==> src/rtl/wdet_pkg.sv <==
package wdet_pkg;

    localparam int CLASS_W = 4;

    typedef logic [CLASS_W-1:0] wr_class_t;

    localparam wr_class_t CLS_LOCK_RESTART = wr_class_t'(1);
    localparam wr_class_t CLS_HOLDOVER     = wr_class_t'(2);
    localparam wr_class_t CLS_LOCK_DROP    = wr_class_t'(3);
    localparam wr_class_t CLS_WATCHDOG     = wr_class_t'(5);
    localparam wr_class_t CLS_STABILITY    = wr_class_t'(6);
    localparam wr_class_t CLS_FUNCTION     = wr_class_t'(7);
    localparam wr_class_t CLS_HOLDOVER_DM  = wr_class_t'(8);

    typedef enum logic [1:0] {
        HO_IDLE   = 2'd0,
        HO_ALIGN  = 2'd1,
        HO_ACTIVE = 2'd2
    } ho_state_e;

    typedef struct packed {
        logic lock_restart;
        logic holdover;
        logic lock_drop;
        logic watchdog;
        logic stability;
        logic function_;
        logic holdover_dm;
    } wr_hit_t;

    function automatic wr_hit_t decode_class(input logic en, input wr_class_t cls);
        wr_hit_t h;
        h.lock_restart = en && (cls == CLS_LOCK_RESTART);
        h.holdover     = en && (cls == CLS_HOLDOVER);
        h.lock_drop    = en && (cls == CLS_LOCK_DROP);
        h.watchdog     = en && (cls == CLS_WATCHDOG);
        h.stability    = en && (cls == CLS_STABILITY);
        h.function_    = en && (cls == CLS_FUNCTION);
        h.holdover_dm  = en && (cls == CLS_HOLDOVER_DM);
        return h;
    endfunction

endpackage

==> src/rtl/wdet_hold_ctl.sv <==
module wdet_hold_ctl (
    input  logic clk,
    input  logic rst,
    input  logic arm_i,
    input  logic upd_i,
    input  logic gate_i,
    output logic hold_o,
    output logic resume_o
);
    logic held_q, wait_q, resume_q;
    logic held_n, wait_n, resume_n;

    always_comb begin
        held_n   = held_q;
        wait_n   = wait_q;
        resume_n = 1'b0;
        if (upd_i && held_q) begin
            held_n = 1'b0;
            if (gate_i) resume_n = 1'b1;
            else        wait_n   = 1'b1;
        end else if (wait_q && gate_i) begin
            wait_n   = 1'b0;
            resume_n = 1'b1;
        end
        if (arm_i) begin
            held_n   = 1'b1;
            wait_n   = 1'b0;
            resume_n = 1'b0;
        end
    end

    always_ff @(posedge clk) begin
        if (rst) begin
            held_q   <= 1'b0;
            wait_q   <= 1'b0;
            resume_q <= 1'b0;
        end else begin
            held_q   <= held_n;
            wait_q   <= wait_n;
            resume_q <= resume_n;
        end
    end

    assign hold_o   = held_q | wait_q;
    assign resume_o = resume_q;

    AST_RESUME_AFTER_HOLD: assert property (@(posedge clk) disable iff (rst)
        resume_o |-> $past(hold_o));
    AST_HOLD_AFTER_ARM: assert property (@(posedge clk) disable iff (rst)
        arm_i |=> (hold_o && !resume_o));

endmodule

==> src/rtl/wdet_holdover.sv <==
module wdet_holdover
    import wdet_pkg::*;
(
    input  logic clk,
    input  logic rst,
    input  logic arm_i,
    input  logic upd_i,
    input  logic tick_i,
    output logic req_o
);
    logic      armed_q;
    ho_state_e st_q, st_n;

    always_comb begin
        st_n = st_q;
        unique case (st_q)
            HO_ALIGN:  if (tick_i) st_n = HO_ACTIVE;
            HO_ACTIVE: if (tick_i) st_n = HO_IDLE;
            default:   st_n = HO_IDLE;
        endcase
        if (upd_i && armed_q) st_n = HO_ALIGN;
    end

    always_ff @(posedge clk) begin
        if (rst) begin
            armed_q <= 1'b0;
            st_q    <= HO_IDLE;
        end else begin
            st_q <= st_n;
            if (arm_i)                armed_q <= 1'b1;
            else if (upd_i && armed_q) armed_q <= 1'b0;
        end
    end

    assign req_o = (st_q == HO_ACTIVE);

    AST_HO_OPEN_ON_TICK: assert property (@(posedge clk) disable iff (rst)
        $rose(req_o) |-> $past(tick_i));
    AST_HO_CLOSE_ON_TICK: assert property (@(posedge clk) disable iff (rst)
        (req_o && tick_i && !(upd_i && armed_q)) |=> !req_o);

endmodule

==> src/rtl/wdet_ctrl.sv <==
module wdet_ctrl
    import wdet_pkg::*;
#(
    parameter int CLASS_BITS = CLASS_W
) (
    input  logic                  clk,
    input  logic                  rst,
    input  logic                  wr_en,
    input  logic [CLASS_BITS-1:0] wr_class,
    input  logic                  wr_sel_ref,
    input  logic                  wr_func_assigned,
    input  logic                  upd_stb,
    input  logic                  demap_mode,
    input  logic                  sysclk_locked,
    input  logic                  pfd_tick,
    output logic                  lock_unlock,
    output logic                  lock_hold,
    output logic                  lock_restart,
    output logic                  wdog_hold,
    output logic                  wdog_resume,
    output logic                  stab_hold,
    output logic                  stab_resume,
    output logic                  holdover_req,
    output logic                  func_stop,
    output logic                  func_start
);
    wr_hit_t hit;
    logic    ho_arm;
    logic    unlock_q, stop_q, start_q, func_armed_q;

    assign hit    = decode_class(wr_en, wr_class_t'(wr_class));
    assign ho_arm = (hit.holdover && wr_sel_ref) ||
                    (hit.holdover_dm && wr_sel_ref && demap_mode);

    wdet_hold_ctl u_lock (
        .clk(clk), .rst(rst), .arm_i(hit.lock_restart), .upd_i(upd_stb),
        .gate_i(1'b1), .hold_o(lock_hold), .resume_o(lock_restart));

    wdet_hold_ctl u_wdog (
        .clk(clk), .rst(rst), .arm_i(hit.watchdog), .upd_i(upd_stb),
        .gate_i(1'b1), .hold_o(wdog_hold), .resume_o(wdog_resume));

    wdet_hold_ctl u_stab (
        .clk(clk), .rst(rst), .arm_i(hit.stability), .upd_i(upd_stb),
        .gate_i(sysclk_locked), .hold_o(stab_hold), .resume_o(stab_resume));

    wdet_holdover u_ho (
        .clk(clk), .rst(rst), .arm_i(ho_arm), .upd_i(upd_stb),
        .tick_i(pfd_tick), .req_o(holdover_req));

    always_ff @(posedge clk) begin
        if (rst) begin
            unlock_q     <= 1'b0;
            stop_q       <= 1'b0;
            start_q      <= 1'b0;
            func_armed_q <= 1'b0;
        end else begin
            unlock_q <= hit.lock_restart | hit.lock_drop;
            stop_q   <= hit.function_ & wr_func_assigned;
            start_q  <= upd_stb & func_armed_q;
            if (hit.function_)               func_armed_q <= 1'b1;
            else if (upd_stb && func_armed_q) func_armed_q <= 1'b0;
        end
    end

    assign lock_unlock = unlock_q;
    assign func_stop   = stop_q;
    assign func_start  = start_q;

    AST_UNLOCK_ON_WRITE: assert property (@(posedge clk) disable iff (rst)
        (wr_en && (wr_class == CLASS_BITS'(1) || wr_class == CLASS_BITS'(3))) |=> lock_unlock);
    AST_RESTART_ENDS_HOLD: assert property (@(posedge clk) disable iff (rst)
        lock_restart |-> (!lock_hold && $past(lock_hold)));
    AST_WDOG_HOLD_ON_WRITE: assert property (@(posedge clk) disable iff (rst)
        (wr_en && wr_class == CLASS_BITS'(5)) |=> wdog_hold);
    AST_STAB_RESUME_LOCKED: assert property (@(posedge clk) disable iff (rst)
        stab_resume |-> $past(sysclk_locked));
    AST_FUNC_STOP_ON_WRITE: assert property (@(posedge clk) disable iff (rst)
        (wr_en && wr_class == CLASS_BITS'(7) && wr_func_assigned) |=> func_stop);
    AST_START_NEEDS_UPDATE: assert property (@(posedge clk) disable iff (rst)
        func_start |-> $past(upd_stb));

endmodule

==> config.mk <==
export PLATFORM = sky130hd
export DESIGN_NAME = wdet_ctrl
export DESIGN_NICKNAME = d
export VERILOG_FILES = /design/src/rtl/wdet_pkg.sv /design/src/rtl/wdet_hold_ctl.sv /design/src/rtl/wdet_holdover.sv /design/src/rtl/wdet_ctrl.sv
export SDC_FILE = /design/constraint.sdc
export NUM_CORES = 1
export LEC_CHECK = 0
export BUFFER_PORTS_ARGS = -buffer_cell sky130_fd_sc_hd__buf_4
export CAP_MARGIN = 40
export CORE_AREA = 2 2 39 41
export DETAILED_ROUTE_END_ITERATION = 7
export DIE_AREA = 0 0 41 43
export GPL_TIMING_DRIVEN = 0
export HOLD_SLACK_MARGIN = 0.15
export PLACE_DENSITY = 0.84
export SLEW_MARGIN = 0
export SYNTH_ARGS = -nofsm -noshare
export SYNTH_HDL_FRONTEND = slang
export SYNTH_SLANG_ARGS = --single-unit
==> constraint.sdc <==
create_clock -name clk -period 2.3 [get_ports clk]
set_input_delay 0.46 -clock clk [delete_from_list [all_inputs] [get_ports clk]]
set_output_delay 0.46 -clock clk [all_outputs]
set_load 0.05 [all_outputs]
==> results.yml <==
outcome:
  status: "completed"
grt:
  grt_pass1_wl_mm: 1.79
  grt_pass1_vias: 459
  antenna_found_initial: 0
  overflow: 0
  grt_usage: 0.155
  grt_max_degree: 11
setup_path:
  r2r_cells: 3
  critPathKind: "reg2out"
  crit_start: "u_stab.wait_q"
  r2r_slack_ps: 1250
  crit_path_max_fanout: 3
  cp_data_arrival_time_ps: 1080
  cp-start-kind: "register"
  r2r_start: "u_stab.held_q"
  required_ps: 1840
  endpoint_kind: "primary output"
  r2r-end: "u_stab.wait_q"
logic_synthesis:
  synth.top_cell.area_share: 0.490
  async_flop_share: 0
  synth_enable_flop_cells: 0
  synthesis.area_um2: 572
  synth_area_leader_cell: "dfxtp_1"
  synth_fp_nets: 70
  yosysMostFrequentCell: "dfxtp_1"
  ys_seq_elements: 14
  seq_area_frac_synth: 0.490
  synth.distinct_cells: 26
  ys_top_cells_by_count: "14 x dfxtp_1, 5 x a21oi_1, 4 x nor2b_1"
  synth_warnings: 0
  synthTopCellsByArea: "dfxtp_1 49%, a21oi_1 4.4%, nor2b_1 4.4%, mux2i_1 3.5%, nand3b_4 3.5%"
  ys.flop_type: "dfxtp_1"
  syn_inst: 57
  syn_avg_cell_area_um2: 10.0
clock_network:
  cts_tree: "done"
  cts_resized: 0
  max-clock-path-buffers: 2
  cts_buffers: 3
  post_cts_buffers: 0
  h-tree-depth: 1
  ctsHoldBuffers: 0
  clk_latency_ps: 270
  path_clk_slew_ps: 80
  cts-root-buf: "clkbuf_4"
  cts_sinks: 14
timing:
  slew_viol_final: 0
  setup_viol: 0
  finalClockSkew_ps: 3.39
  tns_ps: 0
  fmax_ghz: 0.649
  fin_crit_ps: 1540
  rsz0062_at_grt: "no"
  setup_ws_ps: 759
  slew_headroom: 0.703
  fin_hold_ws_ps: 371
  hold_viol_final: 0
  worst_pin_slew_ps: 445
  min_period_over_period: 0.670
floorplanning:
  rows: 14
  fp.coreArea_um2: 1380
  die_h_um: 43
  io_pins: 23
  initial_utilization: 0.413
  dieArea_um2: 1760
  fp.dieW_um: 41
final_layout:
  syn2layout_area_growth_pct: 35.0
  diodes: 0
  layout.nets: 96
  drive_above_1_share: 0.370
  fillCellCount: 125
  fin_util: 0.558
route:
  drt_iter0_markers: 2
  firstDrtPassIters: 2
  wire_per_inst_um: 11.7
  vias: 500
  drc_errors: 0
  wirelength_mm: 1.14
  ant_nets: 0
  vias_per_cell: 5.15
place:
  hpwl_um: 909
  port_buffers: 21
  place.gp.congestion: 0.704
  post-place-ws_ps: 883
hold_path:
  hp-start: "wr_class[2]"
  hold_path_depth: 2
  hold-path-endpoint: "lock_unlock"
  hp-class: "in2reg"
power_and_ir_drop:
  powerDensity_nw_per_um2: 553
  ir_drop_v: 0.000248
  finalPower_w: 0.000427
  p_leak_nw: 0.360
flow_run:
  drv_cap: 0
==> through the flow <==
stage	area (um^2)	instances
after detailed placement	749	94
after global routing	772	97
after CTS	772	97
after floorplan	572	57
final	772	97
after global placement	749	94
==> cell usage in the layout, fill, tap and decap left out <==
| cell type | n |
|---|---|
| a211oi_1 | 2 |
| nand2_1 | 2 |
| and3_1 | 2 |
| a2111oi_2 | 1 |
| or3b_1 | 1 |
| dfxtp_1 | 14 |
| a22oi_1 | 1 |
| nand3b_4 | 1 |
| and2_1 | 1 |
| nor2b_1 | 4 |
| clkbuf_4 | 3 |
| nor3b_1 | 2 |
| buf_4 | 22 |
| or3_1 | 1 |
| and2b_2 | 1 |
| a21oi_1 | 5 |
| inv_1 | 3 |
| nor2_1 | 3 |
| and3b_1 | 1 |
| buf_1 | 1 |
| maj3_2 | 1 |
| a41o_1 | 1 |
| nor3_1 | 1 |
| nand2b_1 | 3 |
| or2_2 | 1 |
| mux2i_1 | 2 |
| nand3_1 | 1 |
==> kinds of logic after synthesis <==
| group | Yosys count | synth area share |
|---|---|---|
| adders and majority gates | 1 | 0.0197 |
| DFF | 14 | 0.490 |
| and+or+nand+nor | 25 | 0.289 |
| AOI/OAI and AO/OA | 10 | 0.127 |
| buffers and inverters | 5 | 0.0394 |
| muxes | 2 | 0.0350 |
==> routing by layer <==
layer | global-route usage | share of wire | up-vias
li1 | - | - | 247
met5 | 0 | 0 | -
met4 | 0.120 | 0.028 | 0
met2 | 0.256 | 0.53 | 16
met3 | 0.0471 | 0.065 | 4
met1 | 0.147 | 0.38 | 233
==> final cells by class <==
cell class / instances / area [um^2] / area share
sequential: 14 / 280 / 0.363
tap: 16 / 20.0 / 0.0259
inverter: 3 / 11.3 / 0.0146
buffer: 2 / 11.3 / 0.0146
timing repair buffer: 21 / 158 / 0.204
clock buffer: 3 / 22.5 / 0.0292
multi-input combinational: 38 / 269 / 0.348
==> power by group <==
| group | internal [W] | switching (W) |
|---|---|---|
| logic | 0.0000239 | 0.0000246 |
| registers | 0.000244 | 0.00000111 |
| clock network | 0.0000606 | 0.0000725 |
| total | 0.000329 | 0.0000982 |
==> state kept, by name (all words and copies together), names as in the netlist <==
name             count
u_lock.resume_o      1
u_stab.held_q        1
func_stop            1
func_start           1
u_ho.st_q            2
u_wdog.held_q        1
u_stab.wait_q        1
u_ho.armed_q         1
u_wdog.resume_o      1
u_lock.held_q        1
u_stab.resume_o      1
lock_unlock          1
func_armed_q         1
==> how the worst max path moves through the flow <==
stage                      endpoint  cells past startpoint
finish                    stab_hold                      2
global route              stab_hold                      2
CTS                       stab_hold                      2
detailed placement  u_wdog.resume_o                      4
global placement    u_wdog.resume_o                      4
floorplan              holdover_req                      1
==> critical path, stage by stage, from the launching register on <==
cell and delay [ps]:
dfxtp_1 330, or2_2 290, buf_4 190
Note: power is estimated with default switching activity, not from simulation.
